--- config.mk ---
export PLATFORM = sky130hd
export DESIGN_NAME = spm_arm_ctrl
export DESIGN_NICKNAME = d
export VERILOG_FILES = /design/src/rtl/spm_arm_pkg.sv /design/src/rtl/spm_sel_decode.sv /design/src/rtl/spm_window.sv /design/src/rtl/spm_busy.sv /design/src/rtl/spm_arm_ctrl.sv
export SDC_FILE = /design/constraint.sdc
export NUM_CORES = 1
export LEC_CHECK = 0
export ABC_AREA = 1
export BUFFER_PORTS_ARGS = -buffer_cell sky130_fd_sc_hd__buf_2
export CORE_MARGIN = 8
export CORE_UTILIZATION = 49
export DETAILED_ROUTE_END_ITERATION = 10
export PLACE_DENSITY = 0.76
export SYNTH_ARGS = -nofsm -noshare
export SYNTH_HDL_FRONTEND = slang
export SYNTH_SLANG_ARGS = --single-unit
--- constraint.sdc ---
create_clock -name clk -period 1.95 [get_ports clk]
set_input_delay 0.39 -clock clk [delete_from_list [all_inputs] [get_ports clk]]
set_output_delay 0.39 -clock clk [all_outputs]
set_load 0.005 [all_outputs]
--- src/rtl/spm_arm_pkg.sv ---
package spm_arm_pkg;

  localparam int CTL_W     = 8;
  localparam int BIT_EN    = 0;
  localparam int BIT_ERASE = 1;
  localparam int BIT_WRITE = 2;
  localparam int BIT_LOCK  = 3;
  localparam int BIT_APP   = 4;

  typedef enum logic [2:0] {
    OP_ERASE     = 3'd0,
    OP_WRITE     = 3'd1,
    OP_LOCK_SET  = 3'd2,
    OP_LOCK_READ = 3'd3,
    OP_APP_REEN  = 3'd4
  } spm_op_e;

  // Field order matches readback bits 4..1.
  typedef struct packed {
    logic app;
    logic lock;
    logic wr;
    logic erase;
  } spm_sel_t;

endpackage

--- src/rtl/spm_sel_decode.sv ---
module spm_sel_decode
  import spm_arm_pkg::*;
(
  input  logic [CTL_W-1:0] wdata,
  output spm_sel_t         sel,
  output logic             arm_req
);

  logic unused_rsvd;
  assign unused_rsvd = ^wdata[CTL_W-1:BIT_APP+1];

  // Priority pick: erase > write > lock > app; nothing without enable.
  always_comb begin
    sel = '0;
    if (wdata[BIT_EN]) begin
      if (wdata[BIT_ERASE])      sel.erase = 1'b1;
      else if (wdata[BIT_WRITE]) sel.wr    = 1'b1;
      else if (wdata[BIT_LOCK])  sel.lock  = 1'b1;
      else if (wdata[BIT_APP])   sel.app   = 1'b1;
    end
  end

  assign arm_req = |sel;

endmodule

--- src/rtl/spm_window.sv ---
module spm_window #(
  parameter int ST_WIN = 4,
  parameter int LD_WIN = 5
) (
  input  logic clk,
  input  logic rst_n,
  input  logic arm,
  input  logic run,
  input  logic lock_mode,
  output logic st_ok,
  output logic ld_ok,
  output logic expire
);

  localparam int AW = $clog2(LD_WIN + 2);
  localparam logic [AW-1:0] ST_LIM = AW'(ST_WIN);
  localparam logic [AW-1:0] LD_LIM = AW'(LD_WIN);

  // age = index of the upcoming edge since the arming write
  logic [AW-1:0] age;

  always_ff @(posedge clk or negedge rst_n) begin
    if (!rst_n)   age <= '0;
    else if (arm) age <= AW'(1);
    else if (run) age <= age + 1'b1;
  end

  assign st_ok  = (age != '0) && (age <= ST_LIM);
  assign ld_ok  = (age != '0) && (age <= LD_LIM);
  assign expire = run && (age == (lock_mode ? LD_LIM : ST_LIM));

  p_age_bound_r6: assert property (@(posedge clk) disable iff (!rst_n)
    run |-> (age != '0 && age <= LD_LIM));

endmodule

--- src/rtl/spm_busy.sv ---
module spm_busy #(
  parameter int BUSY_CYC = 24
) (
  input  logic clk,
  input  logic rst_n,
  input  logic start,
  output logic busy,
  output logic done
);

  localparam int CW = $clog2(BUSY_CYC + 1);

  logic [CW-1:0] cnt;

  always_ff @(posedge clk or negedge rst_n) begin
    if (!rst_n)          cnt <= '0;
    else if (start)      cnt <= CW'(BUSY_CYC);
    else if (cnt != '0)  cnt <= cnt - 1'b1;
  end

  assign busy = (cnt != '0);
  assign done = (cnt == CW'(1));

  p_halt_hold_r8: assert property (@(posedge clk) disable iff (!rst_n)
    (busy && !done) |=> busy);

  p_start_idle_r8: assert property (@(posedge clk) disable iff (!rst_n)
    start |-> !busy);

endmodule

--- src/rtl/spm_arm_ctrl.sv ---
module spm_arm_ctrl
  import spm_arm_pkg::*;
#(
  parameter int ZW       = 16,
  parameter int PG_OFS   = 7,
  parameter int ST_WIN   = 4,
  parameter int LD_WIN   = 5,
  parameter int BUSY_CYC = 24,
  localparam int PW      = ZW - PG_OFS
) (
  input  logic          clk,
  input  logic          rst_n,
  input  logic          reg_we,
  input  logic [7:0]    reg_wdata,
  output logic [7:0]    reg_rdata,
  input  logic          st_strobe,
  input  logic          ld_strobe,
  input  logic [ZW-1:0] zptr,
  output logic          cpu_halt,
  output logic          cmd_valid,
  output logic [2:0]    cmd_op,
  output logic [PW-1:0] cmd_page
);

  spm_sel_t arm_q;
  logic     en_q;

  spm_sel_t sel_w;
  logic     arm_req;
  logic     st_ok, ld_ok, expire;
  logic     busy, done;
  logic     acc_st, acc_ld, accept, long_op, run, wr_ok, start;
  spm_op_e  op_nxt;

  logic unused_zlow;
  assign unused_zlow = ^zptr[PG_OFS-1:0];

  spm_sel_decode u_dec (
    .wdata   (reg_wdata),
    .sel     (sel_w),
    .arm_req (arm_req)
  );

  assign long_op = arm_q.erase | arm_q.wr;
  assign acc_st  = st_strobe & en_q & st_ok & ~busy;
  assign acc_ld  = ld_strobe & arm_q.lock & ld_ok & ~busy;
  assign accept  = acc_st | acc_ld;
  assign start   = acc_st & long_op;
  assign run     = en_q & ~busy & ~accept;
  assign wr_ok   = reg_we & ~busy & ~accept;

  spm_window #(.ST_WIN(ST_WIN), .LD_WIN(LD_WIN)) u_win (
    .clk       (clk),
    .rst_n     (rst_n),
    .arm       (wr_ok & arm_req),
    .run       (run),
    .lock_mode (arm_q.lock),
    .st_ok     (st_ok),
    .ld_ok     (ld_ok),
    .expire    (expire)
  );

  spm_busy #(.BUSY_CYC(BUSY_CYC)) u_busy (
    .clk   (clk),
    .rst_n (rst_n),
    .start (start),
    .busy  (busy),
    .done  (done)
  );

  // Arming register: load on write, self-clear on finish or timeout
  always_ff @(posedge clk or negedge rst_n) begin
    if (!rst_n) begin
      arm_q <= '0;
      en_q  <= 1'b0;
    end else if (wr_ok) begin
      arm_q <= sel_w;
      en_q  <= arm_req;
    end else if ((accept && !long_op) || expire || done) begin
      arm_q <= '0;
      en_q  <= 1'b0;
    end
  end

  always_comb begin
    if (arm_q.erase)     op_nxt = OP_ERASE;
    else if (arm_q.wr)   op_nxt = OP_WRITE;
    else if (arm_q.lock) op_nxt = acc_ld ? OP_LOCK_READ : OP_LOCK_SET;
    else                 op_nxt = OP_APP_REEN;
  end

  always_ff @(posedge clk or negedge rst_n) begin
    if (!rst_n) begin
      cmd_valid <= 1'b0;
      cmd_op    <= '0;
      cmd_page  <= '0;
    end else begin
      cmd_valid <= accept;
      if (accept) begin
        cmd_op   <= op_nxt;
        cmd_page <= zptr[ZW-1:PG_OFS];
      end
    end
  end

  assign cpu_halt  = busy;
  assign reg_rdata = {3'b000, arm_q, en_q};

  p_one_cmd_r10: assert property (@(posedge clk) disable iff (!rst_n)
    $onehot0(arm_q));

  p_pulse_r4: assert property (@(posedge clk) disable iff (!rst_n)
    cmd_valid |=> !cmd_valid);

  p_expire_clear_r6: assert property (@(posedge clk) disable iff (!rst_n)
    (expire && !reg_we) |=> (reg_rdata == 8'h00));

  p_idle_store_r11: assert property (@(posedge clk) disable iff (!rst_n)
    (st_strobe && !en_q) |=> !cmd_valid);

  p_halt_end_r8: assert property (@(posedge clk) disable iff (!rst_n)
    $fell(cpu_halt) |-> (reg_rdata == 8'h00));

  p_quick_clear_r12: assert property (@(posedge clk) disable iff (!rst_n)
    (accept && !long_op) |=> (reg_rdata == 8'h00 && !cpu_halt));

endmodule

# [After elaboration in Yosys (flattened, before gate mapping)]
# Cells that the tools add are included.
[totals] reg_bits=26 latch_bits=0 ramBits=0 rom_bits=0 input_bits=29 out_inout_bits=22 elab_cells=66 mem_count=0
[classes] addsub=2 multipliers=0 n_div=0 order_cmp=2 n_eq_ne=2 shift=0 mux=21 bitwise_logic=16 reduce_logical=13
[ops] operator="3-bit 2-to-1 mux" n=6
[ops] operator="1-bit AND" n=12
[ops] operator="4-bit 2-to-1 mux" n=3
[ops] operator="5-bit 2-to-1 mux" n=2
[ops] operator="1-bit 2-to-1 mux" n=9
[ops] operator="3-bit less-or-equal comparator, second input constant" n=2
[ops] operator="2-bit nonzero test" n=3
[ops] operator="5-bit by 1-bit equality test with 1-bit output, second input constant" n=1
[ops] operator="5-bit nonzero test" n=1
[ops] operator="5-bit by 1-bit subtractor with 5-bit output, second input constant" n=1
[ops] operator="1-bit logical AND" n=4
[ops] operator="4-bit OR reduction" n=1
[ops] operator="3-bit by 1-bit adder with 3-bit output, second input constant" n=1
[ops] operator="3-bit equality test" n=1
[ops] operator="3-bit nonzero test" n=1
[ops] operator="1-bit logical OR" n=2
[ops] operator="2-bit 2-to-1 mux" n=1
[ops] operator="1-bit NOT" n=2
[ops] operator="1-bit OR" n=2
[ops] operator="1-bit zero test" n=1

# [Logic depth before layout (Yosys ltp)]
[logic_depth] word_depth=12 depth_mapped=12 depth_no_buf=12

# [Modules after synthesis]
# A second synthesis with hierarchy kept.
[hier_totals] cells_unflattened=171 hier_area_um2=1400.1
[by_module_without_submodules] mod="spm_arm_ctrl" n_inst=1 cells_each=96 area_each_um2=860.8 seq_area_each_um2=450.4
[by_module_without_submodules] mod="spm_busy" n_inst=1 cells_each=33 area_each_um2=277.8 seq_area_each_um2=125.1
[by_module_without_submodules] mod="spm_window" n_inst=1 cells_each=28 area_each_um2=202.7 seq_area_each_um2=75.1
[by_module_without_submodules] mod="spm_sel_decode" n_inst=1 cells_each=14 area_each_um2=58.8 seq_area_each_um2=0.0

# [Least setup slack after synthesis]
# No wires, ideal clock.
[synth_path] kind="register to register" startpoint="register u_win.age[0]" endpoint="register cmd_op[1]" setup_ns=0.118 t_arrival_ns=1.558 required_time_ns=1.832 path_slack_ns=0.274 path_stages_with_launch=12 n_path_buf=1 period_less_slack_ns=1.676 path_cell_list="dfrtp_1 -> inv_1 -> ha_1 -> ha_1 -> inv_1 -> nor2_1 -> nand2_4 -> nand2_4 -> inv_4 -> buf_6 -> nand2_1 -> nand2_1"
[synth_via] elab_chain_len=5 word_cells_on_any_way=10 cone_classes="2 x order compare; 5 x bitwise; 3 x reduce/logical"
[synth_lines] element="start: declaration" line="spm_window.sv:20" source="logic [AW-1:0] age;"
[synth_lines] element="start signal: assignment" line="spm_window.sv:25" source="else if (run) age <= age + 1'b1;"
[synth_lines] element="3-bit less-or-equal comparator, or another cell as far along" line="spm_window.sv:28" source="assign st_ok = (age != '0) && (age <= ST_LIM);"
[synth_lines] element="1-bit logical AND, on equally long branches" line="spm_window.sv:28, spm_window.sv:29"
[synth_lines] element="1-bit AND, on equally long branches (2 in series)" line="spm_arm_ctrl.sv:45, spm_arm_ctrl.sv:46"
[synth_lines] element="1-bit OR *" line="spm_arm_ctrl.sv:47" source="assign accept = acc_st | acc_ld;"
[synth_lines] element="end signal: assignment" line="spm_arm_ctrl.sv:100" source="cmd_op <= op_nxt;"
[synth_lines] element="end: declaration" line="spm_arm_ctrl.sv:21" source="output logic [2:0] cmd_op,"
# Every way passes the cells marked *; elsewhere a longest branch is shown, timed or not.
# A chain may end at the register's enable or synchronous reset.

# [Final worst setup path]
[layout_path] startpoint="register u_win.age[0]" endpoint="register u_win.age[2]"
[layout_via] elab_chain_len=9 word_cells_on_any_way=18 cone_classes="1 x add/sub; 2 x order compare; 2 x mux; 9 x bitwise; 4 x reduce/logical"
[layout_lines] element="3-bit less-or-equal comparator, or another cell as far along" line="spm_window.sv:28"
[layout_lines] element="1-bit logical AND, on equally long branches" line="spm_window.sv:28, spm_window.sv:29"
[layout_lines] element="1-bit AND, on equally long branches (2 in series)" line="spm_arm_ctrl.sv:45, spm_arm_ctrl.sv:46"
[layout_lines] element="1-bit OR" line="spm_arm_ctrl.sv:47"
[layout_lines] element="1-bit NOT" line="spm_arm_ctrl.sv:49, spm_arm_ctrl.sv:50"
[layout_lines] element="1-bit AND" line="spm_arm_ctrl.sv:50" source="assign wr_ok = reg_we & ~busy & ~accept;"
[layout_lines] element="1-bit AND" line="spm_arm_ctrl.sv:55" source=".arm (wr_ok & arm_req),"
[layout_lines] element="3-bit 2-to-1 mux / 2-bit nonzero test (equally long branches)"
# Several ways; a longest one is shown, not always the timed one. The select of a mux whose other input is x is not followed.

==> flow_summary_export.csv <==
group,metric,value,unit
yosys,yosysWarnings,0,
power_and_ir_drop,p_sw_share,39.4,%
worst_setup_path,reg2reg_depth,11,
power_and_ir_drop,intPower,1.27,mW
worst_setup_path,crit_cells,11,
timing,clock_skew,0.00934,ns
timing,setup_violations,0,
cts,clock_tree.buffer_depth,2,
worst_setup_path,startpoint_type,"flip-flop",
worst_setup_path,cp-end-kind,"flip-flop",
power_and_ir_drop,p_leak,0.994,nW
yosys,yosysSeqAreaShare,44.8,%
cts,clkSinkCount,26,
global_routing,gr-total-overflow,0,
cts,path_clk_slew,0.15,ns
run_status,status,"finished clean",
global_routing,antenna_found_initial,0,
timing,slew_headroom,61.8,%
yosys,synth_cell_type_count,30,
die,start_util,52.3,%
cts,cts_root_buf,"clkbuf_4",
power_and_ir_drop,seq_power_share,40.7,%
die,die-area,4970,um^2
final_layout,layout-drive-gt1-share,31.9,%
worst_setup_path,cp_top_family,"simple AND/OR/NAND/NOR gates",
detailed_routing,viasPerCell,5.00,
die,fp.coreArea,2780,um^2
worst_setup_path,path_class,"reg2reg",
placement,io_buffer_count,37,
yosys,ys.flop_type,"dfrtp_1",
placement,placed_area,1640,um^2
detailed_routing,drt_iter0_drc,63,
yosys,netlist_area,1450,um^2
yosys,synth_top_area_share,44.8,%
worst_setup_path,worstPathRequired,2.19,ns
power_and_ir_drop,ir_drop,0.765,mV
yosys,synthCells,172,
yosys,ys_ff_latch,26,
worst_setup_path,critPathMaxFanout,16,
yosys,syn_area_per_cell,8.45,um^2
global_routing,first_global_vias,1245,
yosys,ys_top_cells_by_area,"dfrtp_1 45%, nand2_1 14%, ha_1 6.0%",
die,die_x,70.5,um
cts,htree_levels,1,
worst_setup_path,crit_slowest_cell,"dfrtp_1",
detailed_routing,detail_route.first_pass.iterations,4,
worst_setup_path,max_stage_delay,0.45,ns
power_and_ir_drop,power.switching,0.827,mW
yosys,synth_commonest_cells,"56 x nand2_1, 26 x dfrtp_1, 15 x inv_1",
detailed_routing,postRouteAntennaNets,0,
placement,place_hpwl,2500,um
final_layout,diodes,0,
final_layout,fill_cells,250,
cts,numCtsBuffers,3,
timing,max_freq,545,MHz
global_routing,track_usage,12.7,%
timing,finalCritPeriodShare,94.1,%
power_and_ir_drop,power_frac_clock,17.7,%
power_and_ir_drop,p_comb_share,41.6,%
power_and_ir_drop,powerDensity,1230,nW/um^2
global_routing,grt_pass1_wl,5350,um
worst_setup_path,cp_num_buf_inv,3,
detailed_routing,wl_per_cell,13.2,um
die,ioPinCount,51,
yosys,ys_async_sr_fraction,100,%
placement,dp_cells,236,
cts,insertion_delay,0.32,ns
cts,ctsHoldBuffers,0,
hold_path,hold_path_class,"in2async",
worst_setup_path,path_cells,"inv_2, ha_1, ha_1, inv_1, nor2_4, nand2_4, nand2_4, inv_6, nand3_2, nor2_1, nor2_1",
cts,cts_tree,"yes",
detailed_routing,drc,0,
final_layout,syn2layout_area_growth,17.4,%
yosys,synth_edf_count,0,
detailed_routing,wl,3180,um
timing,drv_slew,0,
worst_setup_path,arrival,2.07,ns
final_layout,stdcell_area,1710,um^2
yosys,synth_top_cell_by_area,"dfrtp_1",
timing,tns,0,ns
timing,tightest_slew,0.574,ns
placement,gp_congestion,0.891,
run,max_cap_violations,0,
final_layout,fin_cells,241,
timing,min_period,1.84,ns
timing,hold_viol,0,
die,die_h,70.5,um
global_routing,grt_start_max_net_pins,27,
detailed_routing,vias,1206,
final_layout,final_nets,247,
die,num_rows,19,
yosys,synth.most_common_cell,"nand2_1",
==> worst paths after layout <==
kind | startpoint | endpoint | slack [ns]
worst max-delay path | u_win.age[0] | u_win.age[2] | 0.11
worst min-delay path | rst_n | u_win.age[0] | 0.03
worst max register to register | u_win.age[0] | u_win.age[2] | 0.11
worst min register to register | cmd_page[1] | cmd_page[1] | 0.48
max in group asynchronous | rst_n | cmd_page[5] | 1.53
min in group clk | zptr[8] | cmd_page[1] | 0.26
==> flip-flops by register name (all words and copies together) (netlist names) <==
| register | count |
|---|---|
| cmd_page | 9 |
| cmd_valid | 1 |
| u_win.age | 3 |
| u_busy.cnt | 5 |
| cmd_op | 3 |
| reg_rdata | 4 |
| en_q | 1 |
==> metal layers <==
layer	vias to the layer above	GRT usage (%)	share of wire [%]
met5	-	0	0
met4	0	5.13	1.4
met3	6	2.82	4.2
met2	30	22.4	53
met1	570	14.3	41
li1	600	-	-
==> what timing repair did <==
action                     in CTS  in global routing
setup endpoints to repair       0                 20
buffers inserted                0                  1
gates resized for setup         0                  4
==> cell type report <==
class                   count  area (um^2)  area share [%]
clock buffers               3         22.5            1.32
flip-flops and latches     26          651            38.1
multi-input cells         122          688            40.3
clock inverters             1         30.0            1.76
inverters                  19         76.3            4.47
repair buffers             39          200            11.7
well taps                  31         38.8            2.27
==> cell families after synthesis <==
logic type	after synthesis	synth area share, %
AOI/OAI and AO/OA	8	3.44
and+or+nand+nor	102	35.4
other	1	0.258
DFF	26	44.8
buffers and inverters	26	8.95
xor gates and xnor gates	2	1.21
adders and majority gates	7	6.02
==> cells in the final DEF (no fill, tap or decap), types with 2 or more instances in the layout <==
master,instances
inv_2,4
o21ai_0,2
conb_1,3
ha_1,7
buf_4,2
o21ai_2,2
a21oi_1,2
nand3_1,9
dfrtp_1,26
nand2_2,3
nor2_1,13
nand2_4,3
buf_2,37
nand2_1,56
nor2_2,3
nor2_4,2
nand3_2,3
clkbuf_4,3
nand4_1,4
inv_1,14
==> power groups by stage <==
stage	clock, mW	combinational, mW	sequential, mW
floorplan	0	0.609	0.850
global placement	0	0.802	0.855
detailed placement	0	0.847	0.861
CTS	0.377	0.851	0.850
global route	0.394	1.01	0.876
finish	0.371	0.874	0.854
==> metrics by stage <==
stage	power [mW]	hold WS [ns]	util, %	setup slack, ns
2_1_floorplan	1.46	0.0944	-	0.274
3_3_place_gp	1.66	0.421	58.8	0.176
3_5_place_dp	1.71	0.423	58.8	0.0668
4_1_cts	2.08	0.0559	60.7	0.0449
5_1_grt	2.28	0.0773	61.4	-0.0461
6_report	2.10	0.0336	61.4	0.114
Power figures use the tool's default switching activity.
